**src/rtl/usbirq_pkg.sv**
```systemverilog
package usbirq_pkg;

    localparam int DATA_W = 32;
    localparam int ADDR_W = 8;

    // Register byte offsets (software decodes these)
    localparam logic [ADDR_W-1:0] OFS_IDENT    = 8'h00;
    localparam logic [ADDR_W-1:0] OFS_CTRL     = 8'h04;
    localparam logic [ADDR_W-1:0] OFS_STATUS   = 8'h08;
    localparam logic [ADDR_W-1:0] OFS_SRC      = 8'h20;
    localparam logic [ADDR_W-1:0] OFS_SRC_SET  = 8'h24;
    localparam logic [ADDR_W-1:0] OFS_SRC_CLR  = 8'h28;
    localparam logic [ADDR_W-1:0] OFS_MSK      = 8'h2C;
    localparam logic [ADDR_W-1:0] OFS_MSK_SET  = 8'h30;
    localparam logic [ADDR_W-1:0] OFS_MSK_CLR  = 8'h34;
    localparam logic [ADDR_W-1:0] OFS_PEND     = 8'h38;
    localparam logic [ADDR_W-1:0] OFS_EOI      = 8'h3C;

    // Field positions inside the source word
    localparam int TX_LSB   = 0;
    localparam int RX_LSB   = 9;
    localparam int CORE_LSB = 16;
    localparam int VBUS_BIT = 24;

    typedef struct packed {
        logic src_set;
        logic src_clr;
        logic msk_set;
        logic msk_clr;
        logic eoi;
        logic wipe;
    } wr_stb_t;

    function automatic wr_stb_t decode_wr(input logic we,
                                          input logic [ADDR_W-1:0] a,
                                          input logic [DATA_W-1:0] d);
        wr_stb_t s;
        s.src_set = we && (a == OFS_SRC_SET);
        s.src_clr = we && (a == OFS_SRC_CLR);
        s.msk_set = we && (a == OFS_MSK_SET);
        s.msk_clr = we && (a == OFS_MSK_CLR);
        s.eoi     = we && (a == OFS_EOI);
        s.wipe    = we && (a == OFS_CTRL) && d[0];
        return s;
    endfunction

    function automatic logic [DATA_W-1:0] field_mask(input int ntx,
                                                     input int nrx,
                                                     input int ncore);
        logic [DATA_W-1:0] m;
        m = '0;
        for (int i = 0; i < ntx; i++)   m[TX_LSB + i]   = 1'b1;
        for (int i = 0; i < nrx; i++)   m[RX_LSB + i]   = 1'b1;
        for (int i = 0; i < ncore; i++) m[CORE_LSB + i] = 1'b1;
        m[VBUS_BIT] = 1'b1;
        return m;
    endfunction

endpackage

```
**src/rtl/usbirq_evt_capture.sv**
```systemverilog
module usbirq_evt_capture
    import usbirq_pkg::*;
#(
    parameter int NTX   = 5,
    parameter int NRX   = 4,
    parameter int NCORE = 8
) (
    input  logic              clk,
    input  logic [NTX-1:0]    tx_ev,
    input  logic [NRX-1:0]    rx_ev,
    input  logic [NCORE-1:0]  core_ev,
    input  logic              vbus_drv,
    output logic [DATA_W-1:0] hw_set,
    output logic              vbus_q
);

    logic [NTX-1:0]   tx_q;
    logic [NRX-1:0]   rx_q;
    logic [NCORE-1:0] core_q;

    // Previous-sample registers track the inputs through reset as well,
    // so a line already high at reset release produces no capture.
    always_ff @(posedge clk) begin
        tx_q   <= tx_ev;
        rx_q   <= rx_ev;
        core_q <= core_ev;
        vbus_q <= vbus_drv;
    end

    logic [DATA_W-1:0] tx_vec, rx_vec, core_vec;

    generate
        for (genvar i = 0; i < DATA_W; i++) begin : g_bit
            if (i >= TX_LSB && i < TX_LSB + NTX) begin : g_tx
                assign tx_vec[i] = tx_ev[i-TX_LSB] & ~tx_q[i-TX_LSB];
            end else begin : g_tx0
                assign tx_vec[i] = 1'b0;
            end
            if (i >= RX_LSB && i < RX_LSB + NRX) begin : g_rx
                assign rx_vec[i] = rx_ev[i-RX_LSB] & ~rx_q[i-RX_LSB];
            end else begin : g_rx0
                assign rx_vec[i] = 1'b0;
            end
            if (i >= CORE_LSB && i < CORE_LSB + NCORE) begin : g_core
                assign core_vec[i] = core_ev[i-CORE_LSB] & ~core_q[i-CORE_LSB];
            end else if (i == VBUS_BIT) begin : g_vbus
                assign core_vec[i] = vbus_drv ^ vbus_q;
            end else begin : g_core0
                assign core_vec[i] = 1'b0;
            end
        end
    endgenerate

    assign hw_set = tx_vec | rx_vec | core_vec;

endmodule

```
**src/rtl/usbirq_sc_reg.sv**
```systemverilog
module usbirq_sc_reg
    import usbirq_pkg::*;
#(
    parameter logic [DATA_W-1:0] VALID = '1
) (
    input  logic              clk,
    input  logic              rst,
    input  logic              wipe,
    input  logic              sw_set,
    input  logic              sw_clr,
    input  logic [DATA_W-1:0] wdata,
    input  logic [DATA_W-1:0] hw_set,
    output logic [DATA_W-1:0] q
);

    logic [DATA_W-1:0] set_v, clr_v, nxt;

    always_comb begin
        set_v = sw_set ? wdata : '0;
        clr_v = sw_clr ? wdata : '0;
        // hardware set is applied after the clear so it wins a collision
        nxt   = ((q & ~clr_v) | set_v | hw_set) & VALID;
    end

    always_ff @(posedge clk) begin
        if (rst || wipe) q <= '0;
        else             q <= nxt;
    end

endmodule

```
**src/rtl/usbirq_eoi_gate.sv**
```systemverilog
module usbirq_eoi_gate (
    input  logic clk,
    input  logic rst,
    input  logic wipe,
    input  logic any_pend,
    input  logic eoi,
    output logic irq
);

    logic armed;

    always_ff @(posedge clk) begin
        if (rst || wipe) begin
            armed <= 1'b1;
            irq   <= 1'b0;
        end else begin
            irq   <= any_pend & (irq | armed);
            armed <= eoi ? 1'b1 : (armed & ~any_pend);
        end
    end

endmodule

```
**src/rtl/usbirq_glue.sv**
```systemverilog
module usbirq_glue
    import usbirq_pkg::*;
#(
    parameter int                NTX      = 5,
    parameter int                NRX      = 4,
    parameter int                NCORE    = 8,
    parameter logic [DATA_W-1:0] REVISION = 32'h4D55_0102
) (
    input  logic              clk,
    input  logic              rst,
    input  logic              reg_we,
    input  logic [ADDR_W-1:0] reg_addr,
    input  logic [DATA_W-1:0] reg_wdata,
    output logic [DATA_W-1:0] reg_rdata,
    input  logic [NTX-1:0]    tx_ev,
    input  logic [NRX-1:0]    rx_ev,
    input  logic [NCORE-1:0]  core_ev,
    input  logic              vbus_drv,
    output logic              irq
);

    localparam logic [DATA_W-1:0] VALID = field_mask(NTX, NRX, NCORE);

    wr_stb_t           stb;
    logic [DATA_W-1:0] hw_set, src_q, msk_q, pend;
    logic              vbus_q;

    assign stb  = decode_wr(reg_we, reg_addr, reg_wdata);
    assign pend = src_q & msk_q;

    usbirq_evt_capture #(.NTX(NTX), .NRX(NRX), .NCORE(NCORE)) cap_i (
        .clk(clk), .tx_ev(tx_ev), .rx_ev(rx_ev), .core_ev(core_ev),
        .vbus_drv(vbus_drv), .hw_set(hw_set), .vbus_q(vbus_q)
    );

    usbirq_sc_reg #(.VALID(VALID)) src_i (
        .clk(clk), .rst(rst), .wipe(stb.wipe),
        .sw_set(stb.src_set), .sw_clr(stb.src_clr),
        .wdata(reg_wdata), .hw_set(hw_set), .q(src_q)
    );

    usbirq_sc_reg #(.VALID(VALID)) msk_i (
        .clk(clk), .rst(rst), .wipe(stb.wipe),
        .sw_set(stb.msk_set), .sw_clr(stb.msk_clr),
        .wdata(reg_wdata), .hw_set('0), .q(msk_q)
    );

    usbirq_eoi_gate gate_i (
        .clk(clk), .rst(rst), .wipe(stb.wipe),
        .any_pend(|pend), .eoi(stb.eoi), .irq(irq)
    );

    always_comb begin
        unique case (reg_addr)
            OFS_IDENT:  reg_rdata = REVISION;
            OFS_STATUS: reg_rdata = {{(DATA_W-1){1'b0}}, vbus_q};
            OFS_SRC:    reg_rdata = src_q;
            OFS_MSK:    reg_rdata = msk_q;
            OFS_PEND:   reg_rdata = pend;
            default:    reg_rdata = '0;
        endcase
    end

endmodule

```
**config.mk**
```make
export PLATFORM = sky130hd
export DESIGN_NAME = usbirq_glue
export DESIGN_NICKNAME = d
export VERILOG_FILES = /design/src/rtl/usbirq_pkg.sv /design/src/rtl/usbirq_evt_capture.sv /design/src/rtl/usbirq_sc_reg.sv /design/src/rtl/usbirq_eoi_gate.sv /design/src/rtl/usbirq_glue.sv
export SDC_FILE = /design/constraint.sdc
export NUM_CORES = 1
export LEC_CHECK = 0
export BUFFER_PORTS_ARGS = -buffer_cell sky130_fd_sc_hd__buf_2
export CORE_MARGIN = 2
export CORE_UTILIZATION = 55
export CTS_BUF_LIST = sky130_fd_sc_hd__clkbuf_2 sky130_fd_sc_hd__clkbuf_4 sky130_fd_sc_hd__clkbuf_8
export DETAILED_ROUTE_END_ITERATION = 6
export PLACE_DENSITY = 0.95
export SYNTH_ARGS = -nofsm -noshare
export SYNTH_HDL_FRONTEND = slang
export SYNTH_SLANG_ARGS = --single-unit
```
**constraint.sdc**
```tcl
create_clock -name clk -period 5.35 [get_ports clk]
set_input_delay 0.8025 -clock clk [delete_from_list [all_inputs] [get_ports clk]]
set_output_delay 0.8025 -clock clk [all_outputs]
set_load 0.03 [all_outputs]
```
# ---- Word level (Yosys, flattened, before mapping)
# Index checks and enable logic that the tools add are counted.
dict set report classes {
  n_mul 0
  shift 0
  eq_ne 10
  magnitude_cmp 0
  reduce_logical 11
  bitwise 49
  addsub 0
  muxes 5
  n_div 0
}
# operator count
set op_table {}
lappend op_table {{$pmux W31 S5} 1}
lappend op_table {{$mux W25} 4}
lappend op_table {{$and A25 B25 Y25} 3}
lappend op_table {{$or A25 B25 Y25} 3}
lappend op_table {{$eq A8 B6 Y1 const B} 8}
lappend op_table {{$not A25 Y25} 2}
lappend op_table {{$reduce_or A32 Y1} 1}
lappend op_table {{$or A13 B25 Y25} 1}
lappend op_table {{$and A1 B1 Y1} 19}
lappend op_table {{$not A1 Y1} 18}
lappend op_table {{$or A5 B13 Y13} 1}
lappend op_table {{$eq A8 B3 Y1 const B} 1}
lappend op_table {{$eq A8 B4 Y1 const B} 1}
lappend op_table {{$logic_not A8 Y1} 1}
lappend op_table {{$logic_and A1 B1 Y1} 7}
lappend op_table {{$reduce_or A2 Y1} 1}
lappend op_table {{$logic_or A1 B1 Y1} 1}
lappend op_table {{$or A1 B1 Y1} 1}
lappend op_table {{$xor A1 B1 Y1} 1}
dict set report totals {
  mem_count 0
  wordCells 83
  latchBits 0
  mem_bits_ro 0
  in_bits 61
  register_bits 56
  output_inout_bits 33
  ram_bits 0
}

# ---- Longest topological paths before layout
# Gate-level depths: netlist of run 1.
dict set report depth {
  ltp_word 7
  mapped_depth 7
  ltp_nobuf 4
}

# ---- Modules after synthesis
# A second synthesis of run 1 with hierarchy kept.
dict set report unflattened {
  hier_cells 391
  hier_area_um2 3445.8
}
# mod n_inst cells_per_inst seq_area_each_um2 area_each_um2
set modules_own_cells {}
lappend modules_own_cells {usbirq_sc_reg 2 94 360.3 939.7}
lappend modules_own_cells {usbirq_glue 1 145 0.0 913.4}
lappend modules_own_cells {usbirq_evt_capture 1 51 360.3 584.3}
lappend modules_own_cells {usbirq_eoi_gate 1 7 40.0 68.8}

# ---- Worst setup path after synthesis of run 1
# OpenSTA, ideal clock, no wires.
dict set report synth_timing {
  path_type {in2out}
  from {input reg_addr[7]}
  to {output reg_rdata[16]}
  required_ps 4548
  path_buffers 0
  arrival_ps 2585
  slack_ps 1963
  stages 3
  path_cell_list {nor4_1 -> nor4b_2 -> a221o_1}
}
dict set report synth_via {
  elab_chain_len 2
  word_cells_on_any_way 6
  classes_between {4 x eq/ne; 1 x mux; 1 x reduce/logical}
}
# item line
set synth_lines {}
lappend synth_lines {{start, declared} usbirq_glue.sv:12} ;# input logic [ADDR_W-1:0] reg_addr,
lappend synth_lines {{$eq A8 B6 Y1 (tied with other cells)} usbirq_glue.sv:54} ;# unique case (reg_addr)
lappend synth_lines {{$pmux W31 S5 (*)} usbirq_glue.sv:54}
lappend synth_lines {{end, declared} usbirq_glue.sv:14} ;# output logic [DATA_W-1:0] reg_rdata,
# Every way passes the cells marked *; elsewhere a longest branch is shown, timed or not.

# ---- Worst setup path after layout of run 1
dict set report layout_timing {
  from {input reg_addr[7]}
  to {output reg_rdata[10]}
}
# Same word-level chain as after synthesis.

==> summary.txt, run 1 <==
CTS
  • Post-CTS Setup Inserts: 0
  • TritonCTS clock tree: yes
  • Clock sinks: 56
  • H-tree depth: 2
  • Longest Clk Path Bufs: 2
  • Num CTS Buffers: 5
  • Clk_lat worst skew: 0.31 ns
  • CTS Hold Bufs: 0
  • Root Driver: clkbuf_8
  • CTS clk-pin slew, worst paths: 0.10 ns
  • CTS resizes: 0

Yosys
  • Yosys top cell area share: 41.06%
  • Number of synthesized register bits: 56
  • Synth Area in Compound Gates: 25.30%
  • Mux share of post-synthesis cell area: 3.666%
  • Synth Cell Area: 0.002730 mm2
  • Synth Instances: 332
  • Cell taking the most area after synthesis: dfxtp_1
  • Count of cell types in the netlist: 36
  • Largest family of logic cells by synthesized area: compound AO/OA/AOI/OAI gates
  • Synthesis Warnings: 0
  • Part of the Yosys area used for sequential elements: 41.06%
  • Post-Synth Simple-Gate Area: 19.94%
  • Adder-Cell Fraction of Synth Area: 0%
  • Synth area leaders: dfxtp_1, a21oi_1, nand2_1, nor2b_1, a31oi_1
  • Post-synthesis share of cell area spent on xor and xnor gates: 0.3208%
  • Mean Syn Cell Area: 8.223 um2

Timing
  • Post-route setup TNS: 0 ns
  • Final hold slack: 0.4973 ns
  • RSZ-0062 raised after global routing: no
  • Fin Clk Skew: 0.006742 ns
  • Fmax: 0.2562 GHz
  • Pins over their slew limit: 0
  • Crit path time final: 3.903 ns
  • Hold Vio Cnt, Final: 0
  • Final period utilization: 72.96%
  • Relative slew slack: 26.21%
  • Finish-stage setup viols: 0
  • Slew @ Worst Pin: 1.099 ns

Power and ir drop
  • Static Leak: 1.385 nW
  • Maximum VDD drop: 0.0002088 V
  • PD cells: 258.1 mW/mm2

Hold path
  • Hold/Removal Path Class: reg -> reg
  • Hold path start: gate_i.armed
  • Worst hold stages: 1
  • Worst Hold End: gate_i.armed

Drt
  • Drt drc: 0
  • Total routed wirelength: 7054 um
  • Initial DRT Pass Iterations: 5
  • Routed len/inst: 15.57 um
  • Via density: 5.914
  • Vias: 2679
  • Drt first-iter violations: 246
  • Antenna Violating Nets Remaining: 0

Global route
  • Antenna violations before repair: 0
  • First-pass GRT wire length: 10920 um
  • Number of global-route vias before repair: 2451
  • Overflow after GRT: 0
  • Total Routing Usage GR: 25.35%
  • Largest net degree at the start of global routing: 22

Finish
  • N_diodes: 0
  • Footprint of the multi-input gates: 0.001389 mm2
  • Layout cells sized above 1: 22.28%
  • Nets: 446
  • Filler instances: 424
  • Layout area overhead: 14.21%
  • FF+latch area: 0.001121 mm2

Floorplanning
  • Die span in x: 74.46 um
  • Initial Util: 57.42%
  • IO Count: 94
  • Die Area: 0.005544 mm2
  • Die height: 74.46 um
  • Num rows: 25
  • Core area: 0.004755 mm2

Run status
  • Outcome: finished clean

Setup path
  • Crit. End Element: output port
  • Crit-path max FO: 18
  • Most Frequent Cell on Critical Path: buf_2
  • R2r setup slk: 3.95 ns
  • Worst Path Arrival: 3.10 ns
  • Length in cells of the worst reg-to-reg path: 4
  • Crit-path slowest cell: nor4_4
  • CP startpoint kind: input pin
  • CP peak stage delay: 0.92 ns
  • CP Data Required Time: 4.55 ns
  • Reg2Reg Launch Point: src_i.q[4]
  • CP Class: in -> out
  • CP cell instances: buf_2, or4b_1, nor4_4, a21oi_1, o21ai_1, buf_2
  • Crit-path leading delay family: simple AND/OR/NAND/NOR gates
  • Reg-to-Reg End: gate_i.armed
  • Buf/Inv on CP: 2

Place
  • Port Buffer Count: 69
  • Dpl hpwl: 4736 um
  • Placer Congestion: 0.8368

Flow run
  • Max Cap Viol: 0
[area by class of cell]
| class | count | share of cell area, % |
|---|---|---|
| Sequential cell | 56 | 35.96 |
| Clock buffer | 6 | 2.448 |
| Inverter | 14 | 1.685 |
| Clock inverter | 2 | 1.124 |
| Timing Repair Buffer | 71 | 11.56 |
| Tap cell | 67 | 2.689 |
| Multi-Input combinational cell | 237 | 44.54 |
[where the power goes]
group          switching, mW  internal [mW]  leakage [nW]
Combinational         0.0520         0.0295         0.865
Sequential            0.0121          0.434         0.462
Clock                  0.133          0.144        0.0586
[how the worst max path moves through the flow]
| stage | start | endpoint | slack, ns | cells past startpoint |
|---|---|---|---|---|
| finish | reg_addr[7] | reg_rdata[10] | 1.45 | 6 |
| CTS | reg_addr[7] | reg_rdata[10] | 1.54 | 6 |
| floorplan | reg_addr[7] | reg_rdata[16] | 1.96 | 3 |
| global route | reg_addr[7] | reg_rdata[10] | 1.41 | 6 |
| global placement | reg_addr[7] | reg_rdata[22] | 1.62 | 5 |
| detailed placement | reg_addr[7] | reg_rdata[2] | 1.54 | 6 |
[cells in the mapped netlist]
| master | instances |
|---|---|
| a21o_1 | 6 |
| a21oi_1 | 48 |
| a221o_1 | 7 |
| a22oi_1 | 9 |
| a31oi_1 | 16 |
| a32oi_1 | 1 |
| and2_1 | 2 |
| and4bb_2 | 1 |
| buf_2 | 8 |
| buf_4 | 13 |
| buf_6 | 3 |
| clkbuf_1 | 10 |
| clkinv_1 | 1 |
| conb_1 | 1 |
| dfxtp_1 | 56 |
| inv_1 | 13 |
| mux2i_1 | 10 |
| nand2_1 | 34 |
| nand2b_1 | 1 |
| nand3_1 | 11 |
| nor2_1 | 20 |
| nor2b_1 | 17 |
| nor3_1 | 1 |
| nor3_4 | 1 |
| nor4_1 | 2 |
| nor4_4 | 2 |
| nor4b_1 | 1 |
| nor4b_2 | 1 |
| nor4b_4 | 1 |
| o21ai_0 | 10 |
| o21ai_1 | 20 |
| o41ai_1 | 1 |
| or2_1 | 1 |
| or3b_1 | 1 |
| or4b_1 | 1 |
| xor2_1 | 1 |
[cell families (layout without fill, tap and decap cells)]
family,after synthesis,after routing
AOI/OAI and AO/OA,118,118
DFF,56,56
buffers and inverters,48,93
and+or+nand+nor,98,98
muxes,10,10
xor gates and xnor gates,1,1
other,1,10
[stage by stage]
| step | util (%) | std cells | worst slack (ns) | power [mW] | area [um2] |
|---|---|---|---|---|---|
| 2_1_floorplan | - | 341 | 1.963 | 0.5052 | 2764 |
| 3_3_place_gp | 63.24 | 445 | 1.616 | 0.5303 | 3007 |
| 3_5_place_dp | 63.24 | 445 | 1.536 | 0.5346 | 3007 |
| 4_1_cts | 65.58 | 453 | 1.539 | 0.8064 | 3118 |
| 5_1_grt | 65.58 | 453 | 1.409 | 0.8353 | 3118 |
| 6_report | 65.58 | 453 | 1.447 | 0.8049 | 3118 |
[per-layer routing]
layer / GRT usage, % / wire length (um) / up-vias
li1: - / - / 1256
met1: 31.45 / 2894 / 1249
met2: 43.26 / 3462 / 158
met3: 5.014 / 592 / 16
met4: 10.12 / 104 / 0
met5: 0 / 0 / -
[registers in the layout (all words and copies together), names as in the netlist]
signal	cells
cap_i.rx_q	4
cap_i.core_q	8
gate_i.armed	1
src_i.q	18
gate_i.irq	1
cap_i.tx_q	5
cap_i.vbus_q	1
msk_i.q	18
[worst register-to-register path, stage by stage (launching register included)]
cell and delay [ns]:
dfxtp_1 0.35, a22oi_1 0.20, nand2_1 0.09, nor4_1 0.49, a221o_1 0.22
[layout by cell type (no fill, tap or decap), types with 2 or more instances in the layout]
cell type / count
nand2_1: 34
a31oi_1: 16
inv_1: 13
nor2b_1: 17
nor4_4: 2
a21oi_1: 48
o21ai_0: 10
a22oi_1: 9
nor2_1: 20
dfxtp_1: 56
clkbuf_8: 5
conb_1: 10
mux2i_1: 10
a221o_1: 7
nor4_1: 2
buf_4: 2
buf_2: 69
a21o_1: 6
o21ai_1: 20
and2_1: 2
nand3_1: 11
Power figures use the tool's default switching activity.
==> run 2, diff against run 1 <==
CORE_UTILIZATION = 52   (was 55)
PLACE_DENSITY = 0.92   (was 0.95)
clock period = 3.7 ns   (was 5.35 ns; I/O delays follow)
==> run 2 against run 1 <==
Effect of this change:
- worst setup slack got worse by 0.79 ns
- power increased by 37%
- non-clock buffer count is 7 higher
- global-route usage shrank 1.2 points
- sequential cell count did not move
- hold slack got worse by 0.16 ns
- clock power is 23% higher
- wire length down 0.31%
- cell count rose by 2.2%
==> summary.txt, run 2 (synthesis results as in run 1) <==
Setup path
  • Length in cells of the worst reg-to-reg path: 4 (unchanged)
  • CP cell instances: buf_2, or4b_1, nor3_4, buf_4, a21o_1, a221o_1, buf_2
  • Crit. End Element: output port
  • CP peak stage delay: 0.68 ns (-0.24 ns)
  • Most Frequent Cell on Critical Path: buf_2
  • CP startpoint kind: input pin
  • CP Class: in -> out
  • Worst Path Arrival: 2.49 ns (-0.61 ns)
  • Crit-path slowest cell: or4b_1
  • CP Data Required Time: 3.14 ns (-1.41 ns)
  • Crit-path max FO: 10 (-8)

CTS
  • Longest Clk Path Bufs: 2 (unchanged)
  • CTS clk-pin slew, worst paths: 0.10 ns (about the same)
  • Post-CTS Setup Inserts: 0 (unchanged)
  • Clock sinks: 56 (unchanged)
  • Clk_lat worst skew: 0.31 ns (about the same)
  • H-tree depth: 2 (unchanged)
  • Root Driver: clkbuf_8
  • TritonCTS clock tree: yes
  • CTS resizes: 0 (unchanged)
  • Num CTS Buffers: 5 (unchanged)
  • CTS Hold Bufs: 0 (unchanged)

Global route
  • Number of global-route vias before repair: 2517 (+2.7%)
  • First-pass GRT wire length: 11440 um (+4.8%)
  • Largest net degree at the start of global routing: 39 (+77%)
  • Antenna violations before repair: 0 (unchanged)
  • Overflow after GRT: 0 (unchanged)
  • Total Routing Usage GR: 24.19% (-1.2 points)

Drt
  • Antenna Violating Nets Remaining: 0 (unchanged)
  • Total routed wirelength: 7032 um (-0.31%)
  • Initial DRT Pass Iterations: 5 (unchanged)
  • Drt drc: 0 (unchanged)
  • Via density: 5.806 (-1.8%)
  • Drt first-iter violations: 300 (+22%)
  • Vias: 2688 (+0.34%)
  • Routed len/inst: 15.19 um (-2.5%)

Finish
  • Util after Layout: 62.13% (-3.4 points)
  • Most frequent cells in the layout: buf_2, dfxtp_1, a21oi_1
  • Layout area overhead: 15.49%
  • N_diodes: 0 (unchanged)
  • Commonest non-fill, non-tap cell in the layout: buf_2
  • Nets: 453 (+1.6%)
  • Filler instances: 441 (+4.0%)
  • Layout cells sized above 1: 23.66% (+1.4 points)
  • Top flop regs: msk_i.q (18), src_i.q (18), cap_i.core_q (8)

Floorplanning
  • Core area: 0.005075 mm2 (+6.7%)
  • Die height: 76.46 um (+2.7%)
  • Num rows: 26 (+4.0%)
  • Initial Util: 53.80% (-3.6 points)
  • Die span in x: 76.46 um (+2.7%)
  • IO Count: 94 (unchanged)
  • Die Area: 0.005846 mm2 (+5.5%)

Place
  • Dpl hpwl: 4843 um (+2.3%)
  • Port Buffer Count: 69 (unchanged)
  • Placer Congestion: 0.8049 (-3.8%)

Flow run
  • Max Cap Viol: 0 (unchanged)

Timing
  • Crit path time final: 3.043 ns
  • Fmax: 0.3286 GHz
  • Finish-stage setup viols: 0 (unchanged)
  • Final period utilization: 82.24%
  • RSZ-0062 raised after global routing: no
  • Pins over their slew limit: 0 (unchanged)
  • Hold Vio Cnt, Final: 0 (unchanged)
  • Relative slew slack: 45.12% (+19 points)
  • Fin Clk Skew: 0.01284 ns (+0.006097 ns)
  • Slew @ Worst Pin: 0.8198 ns (-0.2788 ns)
  • Post-route setup TNS: 0 ns (unchanged)

Run status
  • Outcome: finished clean

Hold path
  • Worst hold stages: 1 (unchanged)
  • Hold/Removal Path Class: in -> reg

Power and ir drop
  • Static Leak: 1.414 nW (+2.1%)
  • PD cells: 350.4 mW/mm2 (+36%)
  • Maximum VDD drop: 0.0002227 V (+6.7%)
-- run 2: final timing paths --
path / start / to / slack [ns]
max: reg_addr[7] / reg_rdata[1] / 0.66
min: rx_ev[0] / cap_i.rx_q[0] / 0.34
max reg2reg: src_i.q[4] / gate_i.armed / 2.37
min reg2reg: gate_i.irq / gate_i.irq / 0.49
-- run 2: cell type report --
cell class / instances / area [um2] / area share [%]
clock inverters: 2 / 13.76 / 0.4365
repair buffers: 78 / 412.9 / 13.10
well taps: 70 / 87.58 / 2.778
flip-flops and latches: 56 / 1121 / 35.56
inverters: 14 / 52.55 / 1.667
multi-input cells: 237 / 1389 / 44.05
clock buffers: 6 / 76.32 / 2.421
-- run 2: worst max-delay path: cells and delay by family --
kind,cells,cell delay (ns)
AND/OR/NAND/NOR,2,1.13
AO/OA/AOI/OAI,2,0.24
buffers and inverters,3,0.56
-- run 2: where the power goes --
part / leakage [nW] / internal, mW / switching (mW) / total (mW)
clock: 0.0490 / 0.143 / 0.199 / 0.342
sequential: 0.462 / 0.627 / 0.0167 / 0.644
combinational: 0.903 / 0.0435 / 0.0751 / 0.119
total: 1.41 / 0.813 / 0.291 / 1.10
-- run 2: per-layer routing --
metal / part of all wire (%) / up-vias / GRT usage, % / wire length (um)
li1: - / 1273 / - / -
met5: 0 / - / 0 / 0
met2: 49 / 155 / 40.44 / 3419
met3: 9.2 / 22 / 5.687 / 648
met1: 40 / 1238 / 29.50 / 2790
met4: 2.5 / 0 / 11.09 / 174
-- run 2: stage by stage --
stage	power [mW]	worst slack (ns)	hold slack, ns	cells	area (um2)
6_report	1.105	0.6571	0.3408	463	3153
5_1_grt	1.145	0.5798	0.3321	463	3153
4_1_cts	1.110	0.6611	0.3382	463	3153
3_5_place_dp	0.7745	0.6684	0.4702	455	3063
3_3_place_gp	0.7680	0.6807	0.4666	455	3063
2_1_floorplan	0.7305	0.8078	0.4558	341	2764
==> run 3, diff against run 2 <==
ABC_AREA = 1   (was default)
CORE_UTILIZATION = 53   (was 52)
clock period = 3 ns   (was 3.7 ns; I/O delays follow)
==> run 3 against run 2 <==
Effect of this change:
- hold slack got worse by 0.10 ns
- synthesized area rose by 11%
- sequential power increased by 24%
- die area is 8.8% higher
- wire length up 4.6%
- critical path depth unchanged
- critical endpoint is now reg_rdata[16]
- largest cell class unchanged
- largest power group unchanged
- highest routed layer unchanged
==> summary.txt, run 3 <==
Run status
  • Outcome: finished clean

Finish
  • Nets: 528 (+17%)
  • Finished Cell Area: 0.003372 mm2 (+6.9%)
  • Filler instances: 500 (+13%)
  • Top flop regs: msk_i.q (18), src_i.q (18), cap_i.core_q (8)
  • Most frequent cells in the layout: nand2_1, nand3_1, buf_2
  • N_diodes: 0 (unchanged)
  • Layout area overhead: 10.86%
  • Layout cells sized above 1: 27.19% (+3.5 points)
  • Commonest non-fill, non-tap cell in the layout: nand2_1

Yosys
  • Ys async rst share: 0% (unchanged)
  • Part of the Yosys area used for sequential elements: 36.86% (-4.2 points)
  • Synth Cell Area: 0.003042 mm2 (+11%)
  • Synth Instances: 407 (+23%)
  • Post-synth top cells: nand2_1, nand3_1, dfxtp_1, a21oi_1, a21oi_2
  • Cell taking the most area after synthesis: dfxtp_1
  • Post-synth EDFFs: 0 (unchanged)
  • Count of cell types in the netlist: 24 (-33%)
  • Dominant synthesized flop cell: dfxtp_1
  • Synth area leaders: dfxtp_1, nand2_1, nand3_1, a21oi_2, a21oi_1
  • Number of synthesized register bits: 56 (unchanged)
  • Yosys top cell area share: 36.86% (-4.2 points)
  • Synthesis Warnings: 0 (unchanged)
  • Mean Syn Cell Area: 7.473 um2 (-9.1%)
  • Top-count cell post-synth: nand2_1

Global route
  • Overflow after GRT: 0 (unchanged)
  • First-pass GRT wire length: 12330 um (+7.8%)
  • Antenna violations before repair: 0 (unchanged)
  • Largest net degree at the start of global routing: 37 (-5.1%)
  • Number of global-route vias before repair: 2743 (+9.0%)
  • Total Routing Usage GR: 24.73% (+0.54 points)

Drt
  • Initial DRT Pass Iterations: 4 (-1)
  • Drt drc: 0 (unchanged)
  • Drt first-iter violations: 175 (-42%)
  • Total routed wirelength: 7357 um (+4.6%)
  • Via density: 5.360 (-7.7%)
  • Antenna Violating Nets Remaining: 0 (unchanged)
  • Vias: 2889 (+7.5%)
  • Routed len/inst: 13.65 um (-10%)

CTS
  • TritonCTS clock tree: yes
  • Clk_lat worst skew: 0.31 ns (about the same)
  • H-tree depth: 2 (unchanged)
  • CTS resizes: 0 (unchanged)
  • CTS Hold Bufs: 0 (unchanged)
  • Num CTS Buffers: 5 (unchanged)
  • Clock sinks: 56 (unchanged)
  • Post-CTS Setup Inserts: 0 (unchanged)
  • Root Driver: clkbuf_8
  • Longest Clk Path Bufs: 2 (unchanged)
  • CTS clk-pin slew, worst paths: 0.10 ns (about the same)

Timing
  • Crit path time final: 2.304 ns
  • Finish-stage setup viols: 0 (unchanged)
  • Fmax: 0.4340 GHz
  • RSZ-0062 raised after global routing: no
  • Hold Vio Cnt, Final: 0 (unchanged)
  • Slew @ Worst Pin: 0.5345 ns (-0.2853 ns)
  • Pins over their slew limit: 0 (unchanged)
  • Relative slew slack: 64.24% (+19 points)
  • Post-route setup TNS: 0 ns (unchanged)
  • Final period utilization: 76.80%
  • Fin Clk Skew: 0.007929 ns (-0.004910 ns)

Power and ir drop
  • PD cells: 405.8 mW/mm2 (+16%)
  • Static Leak: 1.503 nW (+6.3%)
  • Maximum VDD drop: 0.0002872 V (+29%)
  • Total power: 1.368 mW (+24%)

Flow run
  • Max Cap Viol: 0 (unchanged)

Setup path
  • Reg2Reg Launch Point: src_i.q[16]
  • Crit-path leading delay family: simple AND/OR/NAND/NOR gates
  • CP Data Required Time: 2.55 ns (-0.59 ns)
  • Worst Path Arrival: 1.85 ns (-0.64 ns)
  • Levels on crit path: 7 (unchanged)
  • Crit. End Element: output port
  • Crit-path max FO: 18 (+8)
  • Buf/Inv on CP: 2 (-1)
  • Length in cells of the worst reg-to-reg path: 7 (+3)
  • Crit-path slowest cell: nor2_4
  • CP peak stage delay: 0.44 ns (-0.24 ns)
  • CP startpoint kind: input pin
  • CP Class: in -> out
  • CP cell instances: buf_2, nor2_4, nand3_1, nor2_4, nand2_1, nand3_1, buf_2
  • Critical path origin: reg_addr[1]

Place
  • Placed Area: 0.003287 mm2 (+7.3%)
  • Dpl hpwl: 5131 um (+5.9%)
  • Placer Congestion: 0.8155 (+1.3%)
  • Port Buffer Count: 69 (unchanged)

Floorplanning
  • Die Area: 0.006361 mm2 (+8.8%)
  • Core area: 0.005540 mm2 (+9.2%)
  • Num rows: 27 (+3.8%)
  • Die span in x: 79.76 um (+4.3%)
  • IO Count: 94 (unchanged)
  • Initial Util: 54.90% (+1.1 points)
  • Die height: 79.76 um (+4.3%)

Hold path
  • Worst hold stages: 1 (unchanged)
  • Hold/Removal Path Class: in -> reg
  • Hold path start: core_ev[7]
[run 3: cell type report]
cell class / instances / area, um2 / share of cell area, %
repair buffers: 71 / 372.9 / 11.06
well taps: 72 / 90.09 / 2.672
inverters: 27 / 103.9 / 3.080
multi-input cells: 306 / 1599 / 47.42
flip-flops and latches: 56 / 1121 / 33.25
clock inverters: 1 / 8.758 / 0.2597
clock buffers: 6 / 76.32 / 2.263
[run 3: final timing paths]
path / to / slack (ns)
worst max-delay path: reg_rdata[16] / 0.70
worst max register to register: gate_i.irq / 1.88
worst min register to register: gate_i.armed / 0.48
worst min-delay path: cap_i.core_q[7] / 0.24
[run 3: worst reg2reg max path, delay by kind of cell, from the launching register on]
family / cells / cell delay [ns]
and+or+nand+nor: 7 / 0.67
DFF: 1 / 0.36
[run 3: per-stage QoR]
step / hold slack, ns / worst slack [ns] / utilization [%] / std cells
6_report: 0.2393 / 0.6961 / 60.86 / 539
3_3_place_gp: 0.4546 / 0.7932 / 59.33 / 532
4_1_cts: 0.2323 / 0.7235 / 60.86 / 539
2_1_floorplan: 0.4436 / 0.9544 / - / 416
3_5_place_dp: 0.4650 / 0.7318 / 59.33 / 532
5_1_grt: 0.2300 / 0.5880 / 60.86 / 539
[run 3: cells by family (layout without fill, tap and decap cells)]
family	count (synthesis)	in the layout	share of synthesized area, %
flops	56	56	36.86
xor+xnor	1	1	0.2880
simple gates	235	235	37.84
buf+inv	54	105	11.68
other cells	1	10	0.1233
compound gates	60	60	13.20
[run 3: layer usage]
metal / share of wire [%] / track usage (%) / up-vias
met3: 6.7 / 3.620 / 15
met4: 2.1 / 11.86 / 0
met1: 40 / 29.28 / 1344
li1: - / - / 1429
met5: 0 / 0 / -
met2: 51 / 43.70 / 101
[run 3: power breakdown]
group | total [mW] | switching, mW | internal (mW) | leakage, nW
clock network | 0.419 | 0.246 | 0.173 | 0.0451
logic | 0.153 | 0.101 | 0.0520 | 0.996
registers | 0.796 | 0.0224 | 0.773 | 0.462
